==> config.mk <==
export PLATFORM = sky130hd
export DESIGN_NAME = cmp_timer_channel
export DESIGN_NICKNAME = d
export VERILOG_FILES = /design/src/rtl/tmr_pkg.sv /design/src/rtl/tmr_counter.sv /design/src/rtl/tmr_compare.sv /design/src/rtl/tmr_readback.sv /design/src/rtl/cmp_timer_channel.sv
export SDC_FILE = /design/constraint.sdc
export NUM_CORES = 1
export LEC_CHECK = 0
export CAP_MARGIN = 0
export CORE_ASPECT_RATIO = 1.4
export CORE_UTILIZATION = 60
export CTS_CLUSTER_SIZE = 25
export DETAILED_ROUTE_END_ITERATION = 6
export PLACE_DENSITY = 0.82
export SYNTH_ARGS = -nofsm -noshare
export SYNTH_HDL_FRONTEND = slang
export SYNTH_SLANG_ARGS = --single-unit
==> constraint.sdc <==
create_clock -name clk -period 4.3 [get_ports clk]
set_input_delay 0.645 -clock clk [delete_from_list [all_inputs] [get_ports clk]]
set_output_delay 0.645 -clock clk [all_outputs]
set_load 0.01 [all_outputs]
==> src/rtl/tmr_pkg.sv <==
package tmr_pkg;
  typedef enum logic [2:0] {
    SEL_COUNT = 3'd0,
    SEL_CMP   = 3'd1,
    SEL_DOWN  = 3'd2,
    SEL_CTL   = 3'd3,
    SEL_FREQ  = 3'd4
  } reg_sel_e;

  localparam int CTL_EN_BIT   = 0;
  localparam int CTL_MASK_BIT = 1;
  localparam int CTL_STAT_BIT = 2;
endpackage

==> src/rtl/tmr_counter.sv <==
module tmr_counter #(
  parameter int CNT_W = 64
) (
  input  logic             clk,
  input  logic             rst_n,
  input  logic             tick_i,
  input  logic             load_i,
  input  logic [CNT_W-1:0] load_val_i,
  output logic [CNT_W-1:0] count_o
);
  logic [CNT_W-1:0] cnt_q;

  always_ff @(posedge clk or negedge rst_n) begin
    if (!rst_n)      cnt_q <= '0;
    else if (load_i) cnt_q <= load_val_i;
    else if (tick_i) cnt_q <= cnt_q + CNT_W'(1);
  end

  assign count_o = cnt_q;
endmodule

==> src/rtl/tmr_compare.sv <==
module tmr_compare #(
  parameter int CNT_W  = 64,
  parameter int DCNT_W = 32
) (
  input  logic             clk,
  input  logic             rst_n,
  input  logic             cmp_wr_i,
  input  logic             down_wr_i,
  input  logic             ctl_wr_i,
  input  logic [CNT_W-1:0] wdata_i,
  input  logic [CNT_W-1:0] count_i,
  output logic [CNT_W-1:0] cmp_o,
  output logic [CNT_W-1:0] down_o,
  output logic             en_o,
  output logic             mask_o,
  output logic             status_o,
  output logic             irq_o
);
  localparam int EXT_W = CNT_W - DCNT_W;

  logic [CNT_W-1:0] cmp_q;
  logic             en_q, mask_q, irq_q;
  logic [CNT_W-1:0] wdata_sext;
  logic [CNT_W-1:0] diff;

  assign diff = cmp_q - count_i;

  generate
    if (EXT_W > 0) begin : g_ext
      assign wdata_sext = {{EXT_W{wdata_i[DCNT_W-1]}}, wdata_i[DCNT_W-1:0]};
      assign down_o     = {{EXT_W{diff[DCNT_W-1]}}, diff[DCNT_W-1:0]};
    end else begin : g_noext
      assign wdata_sext = wdata_i;
      assign down_o     = diff;
    end
  endgenerate

  assign status_o = (count_i >= cmp_q);

  always_ff @(posedge clk or negedge rst_n) begin
    if (!rst_n) begin
      cmp_q  <= '0;
      en_q   <= 1'b0;
      mask_q <= 1'b0;
      irq_q  <= 1'b0;
    end else begin
      if (cmp_wr_i)       cmp_q <= wdata_i;
      else if (down_wr_i) cmp_q <= count_i + wdata_sext;
      if (ctl_wr_i) begin
        en_q   <= wdata_i[tmr_pkg::CTL_EN_BIT];
        mask_q <= wdata_i[tmr_pkg::CTL_MASK_BIT];
      end
      irq_q <= en_q & status_o & ~mask_q;
    end
  end

  assign cmp_o  = cmp_q;
  assign en_o   = en_q;
  assign mask_o = mask_q;
  assign irq_o  = irq_q;
endmodule

==> src/rtl/tmr_readback.sv <==
module tmr_readback #(
  parameter int          CNT_W   = 64,
  parameter int unsigned FREQ_HZ = 50000000
) (
  input  logic             clk,
  input  logic             rst_n,
  input  logic             rd_i,
  input  logic [2:0]       addr_i,
  input  logic [CNT_W-1:0] count_i,
  input  logic [CNT_W-1:0] cmp_i,
  input  logic [CNT_W-1:0] down_i,
  input  logic             en_i,
  input  logic             mask_i,
  input  logic             status_i,
  output logic [CNT_W-1:0] rdata_o,
  output logic             rvalid_o
);
  import tmr_pkg::*;

  logic [CNT_W-1:0] mux;
  logic [CNT_W-1:0] ctl_word;

  always_comb begin
    ctl_word = '0;
    ctl_word[CTL_EN_BIT]   = en_i;
    ctl_word[CTL_MASK_BIT] = mask_i;
    ctl_word[CTL_STAT_BIT] = status_i;
  end

  always_comb begin
    case (reg_sel_e'(addr_i))
      SEL_COUNT: mux = count_i;
      SEL_CMP:   mux = cmp_i;
      SEL_DOWN:  mux = down_i;
      SEL_CTL:   mux = ctl_word;
      SEL_FREQ:  mux = CNT_W'(FREQ_HZ);
      default:   mux = '0;
    endcase
  end

  always_ff @(posedge clk or negedge rst_n) begin
    if (!rst_n) begin
      rdata_o  <= '0;
      rvalid_o <= 1'b0;
    end else begin
      rvalid_o <= rd_i;
      if (rd_i) rdata_o <= mux;
    end
  end
endmodule

==> src/rtl/cmp_timer_channel.sv <==
module cmp_timer_channel #(
  parameter int          CNT_W   = 64,
  parameter int          DCNT_W  = 32,
  parameter int unsigned FREQ_HZ = 50000000
) (
  input  logic             clk,
  input  logic             rst_n,
  input  logic             tick_i,
  input  logic             bus_valid_i,
  input  logic             bus_write_i,
  input  logic [2:0]       bus_addr_i,
  input  logic [CNT_W-1:0] bus_wdata_i,
  output logic [CNT_W-1:0] bus_rdata_o,
  output logic             bus_rvalid_o,
  output logic             irq_o
);
  import tmr_pkg::*;

  logic             wr, rd;
  logic [CNT_W-1:0] count_w, cmp_w, down_w;
  logic             en_w, mask_w, status_w;

  assign wr = bus_valid_i & bus_write_i;
  assign rd = bus_valid_i & ~bus_write_i;

  tmr_counter #(.CNT_W(CNT_W)) u_counter (
    .clk        (clk),
    .rst_n      (rst_n),
    .tick_i     (tick_i),
    .load_i     (wr && bus_addr_i == SEL_COUNT),
    .load_val_i (bus_wdata_i),
    .count_o    (count_w)
  );

  tmr_compare #(.CNT_W(CNT_W), .DCNT_W(DCNT_W)) u_compare (
    .clk       (clk),
    .rst_n     (rst_n),
    .cmp_wr_i  (wr && bus_addr_i == SEL_CMP),
    .down_wr_i (wr && bus_addr_i == SEL_DOWN),
    .ctl_wr_i  (wr && bus_addr_i == SEL_CTL),
    .wdata_i   (bus_wdata_i),
    .count_i   (count_w),
    .cmp_o     (cmp_w),
    .down_o    (down_w),
    .en_o      (en_w),
    .mask_o    (mask_w),
    .status_o  (status_w),
    .irq_o     (irq_o)
  );

  tmr_readback #(.CNT_W(CNT_W), .FREQ_HZ(FREQ_HZ)) u_readback (
    .clk      (clk),
    .rst_n    (rst_n),
    .rd_i     (rd),
    .addr_i   (bus_addr_i),
    .count_i  (count_w),
    .cmp_i    (cmp_w),
    .down_i   (down_w),
    .en_i     (en_w),
    .mask_i   (mask_w),
    .status_i (status_w),
    .rdata_o  (bus_rdata_o),
    .rvalid_o (bus_rvalid_o)
  );
endmodule

[Word level (Yosys, flattened, before mapping)]
Cells that the tools add are included.
Storage, ports and cells
  flip-flop bits (word level): 196
  latch bits: 0
  RAM bits: 0
  bits in read-only memories: 0
  input port bits: 72
  output and inout port bits: 66
  memories kept: 0
Operators by class
  add/sub/neg operators: 3
  $mul: 0
  div/mod/pow operators: 0
  order comparisons: 1
  equal/unequal tests: 4
  shifts and indexed selects: 0
  muxes and demuxes: 5
  bitwise gates (word level): 6
  reductions and logical operators: 7
Operators with widths (count)
  one-hot mux 64 bit (5 select lines): 1
  2-to-1 mux 64 bit: 4
  adder 64 x 1 -> 64 bit (second input constant): 1
  adder 64 bit: 1
  greater-or-equal comparator 64 bit: 1
  subtractor 32 bit: 1
  equality test 3 x 2 -> 1 bit (second input constant): 2
  AND 1 bit: 4
  logical AND 1 bit: 4
  nonzero test 2 bit: 2
  equality test 3 x 1 -> 1 bit (second input constant): 1
  equality test 3 bit (second input constant): 1
  logical NOT 3 bit: 1
  inverter 1 bit: 2

[Longest topological paths before layout]
Gate-level depths: netlist (run 1).
  depth in word-level cells: 4
  depth in mapped cells: 15
  mapped depth without buffers: 14

[Cells and area by module]
Synthesis (run 1) repeated with hierarchy kept, for this count alone.
Second synthesis, totals
  cell total of the unflattened synthesis: 2205
  area, all modules: 18137.4 um2
By module, submodules not included
  tmr_compare: instances 1, cells an instance 1346, area each 10224.8 um2
  tmr_readback: instances 1, cells an instance 431, area each 4112.7 um2
  tmr_counter: instances 1, cells an instance 422, area each 3748.6 um2
  cmp_timer_channel: instances 1, cells an instance 6, area each 51.3 um2

[Least setup slack after synthesis (run 1)]
Ideal clock, no wire load.
  kind: in2reg
  start point: in bus_wdata_i[0]
  end point: reg u_compare.cmp_q[56] (netlist: u_compare.cmp_o[56])
  arrival time: 2997 ps
  setup slack: 1177 ps
  stages: 13
  buffers on the path: 0
  cell sequence: ha_1 -> inv_1 -> fa_1 -> nand2b_1 -> a21oi_1 -> o21ai_1 -> a21oi_1 -> o2111ai_1 -> a31oi_1 -> a21oi_1 -> nor3_2 -> mux2i_1 -> nand2_1
On the way
  word-level cells in the longest chain between the ends: 3
RTL lines
  start, declared: RTL line cmp_timer_channel.sv:12  | input logic [CNT_W-1:0] bus_wdata_i,
  adder 64 bit: RTL line tmr_compare.sv:48  | else if (down_wr_i) cmp_q <= count_i + wdata_sext;
  2-to-1 mux 64 bit: RTL line tmr_compare.sv:48
  2-to-1 mux 64 bit: RTL line tmr_compare.sv:47  | if (cmp_wr_i) cmp_q <= wdata_i;
  end signal, assigned: RTL line tmr_compare.sv:47
  end signal, assigned: RTL line tmr_compare.sv:48
  end, declared: RTL line tmr_compare.sv:21  | logic [CNT_W-1:0] cmp_q;
Every way passes these cells. The select of a mux whose other input is x is not followed.
A chain may end at the register's enable or synchronous reset.

[Worst setup path in the final report (run 1)]
  start point: reg u_counter.cnt_q[2] (netlist: u_counter.count_o[2])
  end point: reg u_readback.rdata_o[2]
On the way
  word-level cells in the longest chain between the ends: 2
  elaborated cells on any way between the ends: 3
RTL lines
  start, declared: RTL line tmr_counter.sv:11  | logic [CNT_W-1:0] cnt_q;
  start signal, assigned: RTL line tmr_counter.sv:15  | else if (load_i) cnt_q <= load_val_i;
  start signal, assigned: RTL line tmr_counter.sv:16  | else if (tick_i) cnt_q <= cnt_q + CNT_W'(1);
  greater-or-equal comparator 64 bit / subtractor 32 bit (equally long branches): RTL line tmr_compare.sv:38, tmr_compare.sv:26
  one-hot mux 64 bit (5 select lines) *: RTL line tmr_readback.sv:31  | case (reg_sel_e'(addr_i))
  end signal, assigned: RTL line tmr_readback.sv:47  | if (rd_i) rdata_o <= mux;
  end, declared: RTL line tmr_readback.sv:15  | output logic [CNT_W-1:0] rdata_o,
Every way passes the cells marked *; elsewhere a longest branch is shown, timed or not.

==> flow_metrics.tcl, run 1 <==
set metrics [dict create \
    hold_class "in2async" \
    net-switching-power_mw 4.88 \
    max_stage_delay_ps 500 \
    r2r-start "u_counter.count_o[2]" \
    r2r_setup_slack_ps 430 \
    coreArea_sq_um 26800 \
    drt-wirelength-per-cell_microns 21.2 \
    cts_tree "built" \
    clock_skew_ps 10.2 \
    reg2regPathDepth 12 \
    ys_seq_elements 196 \
    synth_warnings 0 \
    crit_path_end_kind "flip-flop" \
    antenna_found_initial 0 \
    clkPwrFrac_pct 14.8 \
    fin_worst_hold_slack_ps 297 \
    syn_to_final_growth_pct 13.7 \
    nets 2297 \
    crit_type "reg2reg" \
    synth_top_cell_by_area "dfrtp_1" \
    dpl.hpwl_microns 38600 \
    place_area_sq_um 18100 \
    arrival_ps 4230 \
    sequentialPowerShare_pct 28.7 \
    vdd.ir_drop.worst_mv 0.341 \
    track_usage_pct 37.9 \
    dieWidth_microns 142 \
    report.final.setup_viol 0 \
    initial_core_util_pct 61.1 \
    power_frac_comb_pct 56.6 \
    drive_above_1_share_pct 5.25 \
    cts_buffer_depth 2 \
    final-hold-violation-count 0 \
    clk_pin_slew_worst_paths_ps 80 \
    routed_via_density 6.42 \
    synth-edff-count 0 \
    fin_crit_ps 3870 \
    ys_types 73 \
    grt_pass1_wl_microns 82400 \
    p_int_mw 5.74 \
    synthTopCellsByArea "dfrtp_1 (30%), ha_1 (12%), a21oi_1 (5.8%), a22oi_1 (4.7%), xnor2_1 (4.5%)" \
    drcViolationCount 0 \
    crit_chain "inv_1 -> ha_1 -> o21ai_0 -> o21ai_0 -> a211oi_1 -> o31ai_1 -> a31oi_1 -> o211ai_1 -> a21oi_1 -> o31a_1 -> mux4_2 -> o31ai_1" \
    antenna_cells 0 \
    crit_required_ps 4660 \
    fmax_mhz 258 \
    critPathLaunchType "flip-flop" \
    cts_sinks 196 \
    final_critical_path_setup_slack_ps 429 \
    grt_overflow 0 \
    drv_cap 0 \
    power.share.switching_pct 46.0 \
    slew_violations 0 \
    ant_nets 0 \
    fp.dieH_microns 198 \
    cts_buffers 17 \
    routed_wl_microns 51700 \
    setup-tns-final_ps 0 \
    hold_buffers 0 \
    first_global_vias 15700 \
    dieArea_sq_um 28000 \
    fin_area_sq_um 18600 \
    synthCells 1985 \
    worstPathMaxFanout 6 \
    slowest_stage "o31ai_1" \
    timing.final.crit_share_pct 90.0 \
    ioPinCount 138 \
    tightest_slew_ps 876 \
    post-place-ws_ps 178 \
    dr.first_iter.drc_count 994 \
    netlist_area_sq_um 16400 \
    rows 71 \
    cts-root-buf "clkbuf_16" \
    p_leak_nw 8.21 \
    drt-pass1-iter-count 5 \
    slew_headroom_pct 41.6 \
    p_per_area_nw_per_um2 570 \
    gp_congestion 0.961 \
    num_vias 15700 \
    async_flop_share_pct 100 \
    clk_latency_ps 460 \
    status "finished, final reports clean" \
    synth_nets 2218 \
    synth-seq-area-share_pct 29.9 \
    netlist.area_leader.share_pct 29.9 \
    postLayoutCoreUtil_pct 69.4 \
    yosys_most_used_dff "dfrtp_1" \
    post_cts_buffers 0 \
    synth.avg_cell_area_sq_um 8.25 \
    portBuffers 137 \
    reg2reg_to "u_readback.rdata_o[2]" \
    ctsResizeCount 0 \
    rsz0062_at_grt "false" \
    grt_max_degree 104 \
    h-tree-depth 4 \
]
==> cell usage after synthesis (41+ instances only) <==
master	number
xnor2_1	84
inv_1	123
a21oi_1	191
nand3_1	43
o211ai_1	41
o21ai_0	134
nor2_1	167
nand4_1	49
ha_1	159
dfrtp_1	196
xor2_1	59
nand2_1	151
a22oi_1	103
a21o_1	66
clkbuf_1	83
==> area by class of cell <==
cell class	instances	area, sq um
clock inverters	15	126
repair buffers	168	1630
well taps	365	457
fillers	2178	8200
clock buffers	17	425
multi-input cells	1557	10600
inverters	124	465
flip-flops and latches	196	4900
==> stage by stage <==
step           std cells  power (mW)
2_1_floorplan       1985        7.15
3_3_place_gp        2410        8.81
3_5_place_dp        2410        8.93
4_1_cts             2442        10.5
5_1_grt             2442        11.4
6_report            2442        10.6
==> power groups by stage <==
stage               combinational [mW]  sequential, mW  clock, mW
detailed placement                5.88            3.05          0
floorplan                         4.24            2.91          0
CTS                               5.93            3.02       1.58
global placement                  5.78            3.04          0
finish                            6.01            3.04       1.57
global route                      6.65            3.11       1.64
==> cells in the final DEF, fill, tap and decap left out, types with 19 or more instances in the layout <==
master and instances:
clkdlybuf4s50_1 136, buf_4 29, inv_1 123, nor2_1 165, ha_1 159, nand3_1 42
xor2_1 59, xnor2_1 84, a22oi_1 103, nand2_1 151, and3_1 19, a211oi_1 21
dfrtp_1 196, a21o_1 66, nor3_1 27, o21ai_0 134, nand4_1 49, o211ai_1 41
a21oi_1 191
==> per-layer routing <==
metal	wire, microns	vias to the layer above	share of wire (%)	global-route usage, %
met3	2360	168	4.6	4.02
met2	26200	579	51	67.1
met5	0	-	0	0
li1	-	7364	-	-
met4	3280	0	6.3	24.4
met1	19900	7568	38	43.2
==> sequential cells by signal, summed over array words and instances (netlist names) <==
register             flops
u_counter.count_o       64
u_compare.en_o           1
u_compare.cmp_o         64
u_compare.mask_o         1
u_readback.rdata_o      64
u_readback.rvalid_o      1
u_compare.irq_o          1
==> logic make-up after synthesis <==
| group | count (synthesis) | share of synthesized area [%] |
|---|---|---|
| AOI/OAI and AO/OA | 700 | 27.3 |
| and+or+nand+nor | 538 | 16.0 |
| buffers and inverters | 232 | 5.48 |
| DFF | 196 | 29.9 |
| adders and majority gates | 161 | 12.4 |
| xor gates and xnor gates | 143 | 7.64 |
| muxes | 15 | 1.18 |
==> how the worst max path moves through the flow <==
stage | startpoint | to | cells past startpoint
floorplan | bus_wdata_i[0] | u_compare.cmp_o[56] | 13
global placement | bus_wdata_i[0] | u_compare.cmp_o[56] | 14
detailed placement | bus_wdata_i[0] | u_compare.cmp_o[56] | 14
CTS | u_counter.count_o[2] | u_readback.rdata_o[2] | 12
global route | u_counter.count_o[0] | u_readback.rdata_o[30] | 13
finish | u_counter.count_o[2] | u_readback.rdata_o[2] | 12
==> worst max-delay path: cells and delay by family (launching register included) <==
| family | cells | cell delay [ps] |
|---|---|---|
| AO/OA/AOI/OAI | 9 | 2350 |
| adder cells (fa/ha/maj) | 1 | 390 |
| buffers and inverters | 1 | 120 |
| multiplexers | 1 | 500 |
| flip-flops | 1 | 430 |
No activity file was read; power rests on OpenSTA's default activity.
==> run 2, diff against run 1 <==
Settings changed: CORE_UTILIZATION 60 to 65, PLACE_DENSITY 0.82 to 0.88.
Clock period 4.3 ns to 4.9 ns, I/O delays scaled along.
==> run 2 against run 1 <==
Net effect:
- flip-flop and latch count stayed put
- clock skew increased by 3.1 ps
- register-to-register slack better by 580 ps
- worst setup slack improved by 570 ps
- cell area fell by 0.42%
- count of clock-buffer cells in the layout up 1
- combinational power shrank 12%
- sequential power fell by 11%
- die area is 7.6% lower
- largest cell class unchanged
- largest power group unchanged
==> flow_metrics.tcl, run 2 (synthesis results as in run 1) <==
set metrics [dict create \
    status "finished, final reports clean" \
    cts_tree "built" \
    drt-wirelength-per-cell_microns 21.8 \
    p_per_area_nw_per_um2 509 \
    crit_required_ps 5210 \
    ctsResizeCount 0 \
    slew_violations 0 \
    fp.dieH_microns 190 \
    hold_class "in2async" \
    critPathLaunchType "input port" \
    drive_above_1_share_pct 4.97 \
    timing.final.crit_share_pct 79.6 \
    placed_cells 2355 \
    gp_congestion 0.983 \
    track_usage_pct 41.3 \
    report.final.setup_viol 0 \
    grt_max_degree 85 \
    slew_headroom_pct 43.1 \
    antenna_cells 0 \
    cts_buffers 17 \
    first_global_vias 16100 \
    net-switching-power_mw 4.32 \
    portBuffers 137 \
    dpl.hpwl_microns 38000 \
    arrival_ps 4210 \
    power_frac_comb_pct 55.7 \
    dr.first_iter.drc_count 1512 \
    ant_nets 0 \
    antenna_found_initial 0 \
    clock_skew_ps 13.4 \
    cts-root-buf "clkbuf_16" \
    fmax_mhz 256 \
    reg2regPathDepth 12 \
    syn_to_final_growth_pct 13.2 \
    hold_buffers 0 \
    cts_sinks 196 \
    h-tree-depth 4 \
    r2r_setup_slack_ps 1010 \
    post_cts_buffers 0 \
    num_vias 16100 \
    drv_cap 0 \
    p_int_mw 5.13 \
    rsz0062_at_grt "false" \
    fin_area_sq_um 18600 \
    vdd.ir_drop.worst_mv 0.288 \
    place_area_sq_um 18000 \
    final-hold-violation-count 0 \
    nets 2292 \
    clk_latency_ps 470 \
    final_cells 2387 \
    clk_pin_slew_worst_paths_ps 80 \
    dieArea_sq_um 25900 \
    power.total_mw 9.45 \
    fin_worst_hold_slack_ps 294 \
    ioPinCount 138 \
    fin_crit_ps 3900 \
    crit_path_end_kind "flip-flop" \
    final_common_cell "dfrtp_1" \
    crit_type "in2reg" \
    r2r-start "u_counter.count_o[20]" \
    reg2reg_to "u_readback.rdata_o[2]" \
    cts_buffer_depth 2 \
    tightest_slew_ps 851 \
    p_leak_nw 8.20 \
    worstPathMaxFanout 11 \
    initial_core_util_pct 66.4 \
    drcViolationCount 0 \
    final_cell_mix "dfrtp_1 (196), a21oi_1 (191), nor2_1 (165)" \
    sequentialPowerShare_pct 28.6 \
    rows 68 \
    postLayoutCoreUtil_pct 75.2 \
    dieWidth_microns 136 \
    final_critical_path_setup_slack_ps 1000 \
    coreArea_sq_um 24700 \
    setup-tns-final_ps 0 \
    clkPwrFrac_pct 15.7 \
    routed_via_density 6.76 \
    post-place-ws_ps 705 \
    grt_overflow 0 \
    grt_pass1_wl_microns 82800 \
    drt-pass1-iter-count 5 \
    power.share.switching_pct 45.7 \
    routed_wl_microns 52000 \
]
run 2: power groups by stage:
stage | clock network (mW) | registers [mW] | logic, mW
floorplan | 0 | 2.56 | 3.72
global placement | 0 | 2.68 | 4.97
detailed placement | 0 | 2.69 | 5.10
CTS | 1.49 | 2.67 | 5.17
global route | 1.54 | 2.75 | 5.79
finish | 1.49 | 2.70 | 5.26
run 2: area by class of cell:
type                            count  area (sq um)
Sequential cell                   196          4900
Multi-Input combinational cell   1557         10600
Clock inverter                     14           169
Fill cell                        1826          6120
Clock buffer                       18           429
Tap cell                          315           394
Timing Repair Buffer              163          1570
Inverter                          124           465
run 2: worst max-delay path by stage:
stage / end / slack, ps / start
after floorplan: u_compare.cmp_o[56] / 1690 / bus_wdata_i[0]
after global placement: u_compare.cmp_o[49] / 730 / bus_wdata_i[31]
after detailed placement: u_compare.cmp_o[49] / 710 / bus_wdata_i[31]
final: u_compare.cmp_o[49] / 1000 / bus_wdata_i[31]
after CTS: u_readback.rdata_o[2] / 1110 / u_counter.count_o[20]
after global routing: u_compare.cmp_o[49] / 870 / bus_wdata_i[31]
run 2: worst max-delay path: stages:
cell and delay, ps:
clkdlybuf4s50_1 530, buf_4 250, ha_1 430, nand4_1 180, or3_1 370, o22ai_1 130, o21bai_1 80, a21oi_1 260
nand2b_1 210, a21oi_1 140, o31ai_1 530, xnor2_1 230, o21ai_0 120
run 2: metal layers:
layer | GRT usage (%) | wire, microns | vias to the layer above
li1 | - | - | 7346
met4 | 30.3 | 3910 | 0
met3 | 5.52 | 3480 | 241
met1 | 46.5 | 18900 | 7697
met2 | 70.5 | 25700 | 850
met5 | 0 | 0 | -
==> run 3, diff against run 2 <==
Settings changed: CORE_UTILIZATION 65 to 60, PLACE_DENSITY 0.88 to 0.82.
Clock period 4.9 ns to 3.8 ns, I/O delays scaled along.
==> run 3 against run 2 <==
Net effect:
- critical path depth grew 1
- power rose by 35%
- clock power rose by 25%
- worst setup slack worse by 940 ps
- count of clock-buffer cells in the layout down 1
- cell area grew 4.4%
- critical path type is now reg2reg
- largest cell class unchanged
- largest power group unchanged
- highest routed layer unchanged
==> flow_metrics.tcl, run 3 (synthesis results as in run 1) <==
set metrics [dict create \
    crit_required_ps 4170 \
    grt_max_degree 93 \
    syn_to_final_growth_pct 18.2 \
    drcViolationCount 0 \
    dpl.hpwl_microns 40500 \
    setup-tns-final_ps 0 \
    final_critical_path_setup_slack_ps 55.4 \
    power.total_mw 12.8 \
    first_global_vias 16300 \
    cts_tree "built" \
    fmax_mhz 267 \
    fp.dieH_microns 198 \
    critPathLaunchType "flip-flop" \
    p_per_area_nw_per_um2 660 \
    clk_latency_ps 470 \
    hold_class "in2async" \
    initial_core_util_pct 61.1 \
    ant_nets 0 \
    cts_buffers 17 \
    grt_pass1_wl_microns 85200 \
    antenna_cells 0 \
    ioPinCount 138 \
    dr.first_iter.drc_count 1201 \
    slew_headroom_pct 40.0 \
    routed_wl_microns 54000 \
    drv_cap 0 \
    cts-root-buf "clkbuf_16" \
    coreArea_sq_um 26800 \
    final_common_cell "dfrtp_1" \
    slew_violations 0 \
    routed_via_density 6.40 \
    status "finished, final reports clean" \
    cts_buffer_depth 2 \
    fin_area_sq_um 19400 \
    grt_overflow 0 \
    vdd.ir_drop.worst_mv 0.393 \
    post-place-ws_ps 30.8 \
    final_cell_mix "dfrtp_1 (196), a21oi_1 (191), nor2_1 (165)" \
    place_area_sq_um 18800 \
    rows 71 \
    drt-pass1-iter-count 5 \
    crit_path_end_kind "flip-flop" \
    clock_skew_ps 13.3 \
    arrival_ps 4110 \
    gp_congestion 0.988 \
    nets 2383 \
    drt-wirelength-per-cell_microns 21.4 \
    p_leak_nw 8.65 \
    portBuffers 137 \
    antenna_found_initial 0 \
    clk_pin_slew_worst_paths_ps 80 \
    h-tree-depth 4 \
    postLayoutCoreUtil_pct 72.2 \
    tightest_slew_ps 898 \
    final-hold-violation-count 0 \
    timing.final.crit_share_pct 98.5 \
    dieWidth_microns 142 \
    crit_type "reg2reg" \
    report.final.setup_viol 0 \
    worstPathMaxFanout 4 \
    track_usage_pct 39.4 \
    drive_above_1_share_pct 9.11 \
    cts_sinks 196 \
    dieArea_sq_um 28000 \
    num_vias 16200 \
    fin_crit_ps 3740 \
]
==> run 3: path summary, 6_finish.rpt <==
| check | startpoint | end | slack, ps | cells past startpoint |
|---|---|---|---|---|
| worst max-delay path | u_counter.count_o[6] | u_readback.rdata_o[2] | 60 | 14 |
| worst min-delay path | rst_n | u_counter.count_o[0] | 200 | 1 |
| worst max register to register | u_counter.count_o[6] | u_readback.rdata_o[2] | 60 | 14 |
| worst min register to register | u_readback.rdata_o[2] | u_readback.rdata_o[2] | 480 | 2 |
| max in group asynchronous | rst_n | u_compare.cmp_o[16] | 2790 | 2 |
| min in group clk | u_readback.rdata_o[2] | u_readback.rdata_o[2] | 480 | 2 |
==> run 3: final cells by class <==
type,instances,area (sq um)
inverters,124,465
fillers,2164,7470
clock inverters,14,145
repair buffers,254,2330
flip-flops and latches,196,4900
clock buffers,17,425
well taps,365,457
multi-input cells,1557,10600
==> run 3: repair_timing <==
item / in CTS / in global routing
hold buffers: 0 / 0
gates resized for setup: 0 / 3
setup endpoints to repair: 0 / 6
setup buffers: 0 / 2
==> run 3: where the power goes <==
group	internal, mW	switching [mW]
Combinational	3.41	4.13
Sequential	2.69	0.692
Clock	0.922	0.934
Total	7.02	5.76
==> run 3: per-layer routing <==
layer  vias to the layer above  wire (microns)  GRT usage [%]
met1                      7833           20100           43.3
met3                       173            3040           5.36
li1                       7520               -              -
met4                         0            2980           23.5
met2                       646           27800           71.6
met5                         -               0              0
==> run 3: metrics by stage <==
| stage | instances | hold slack (ps) |
|---|---|---|
| 6_report | 2527 | 197 |
| 5_1_grt | 2527 | 254 |
| 4_1_cts | 2525 | 219 |
| 3_5_place_dp | 2494 | 467 |
| 3_3_place_gp | 2494 | 463 |
| 2_1_floorplan | 1985 | 274 |
==> run 3: worst max-delay path, stage by stage, from the launching register on <==
cell	delay, ps
dfrtp_1	420
inv_1	90
ha_1	350
a21oi_1	80
a21boi_0	270
a211oi_2	120
o31ai_2	280
buf_4	170
a31oi_1	150
o211ai_1	330
buf_4	190
a21oi_1	130
o31a_1	390
mux4_2	500
o31ai_1	190
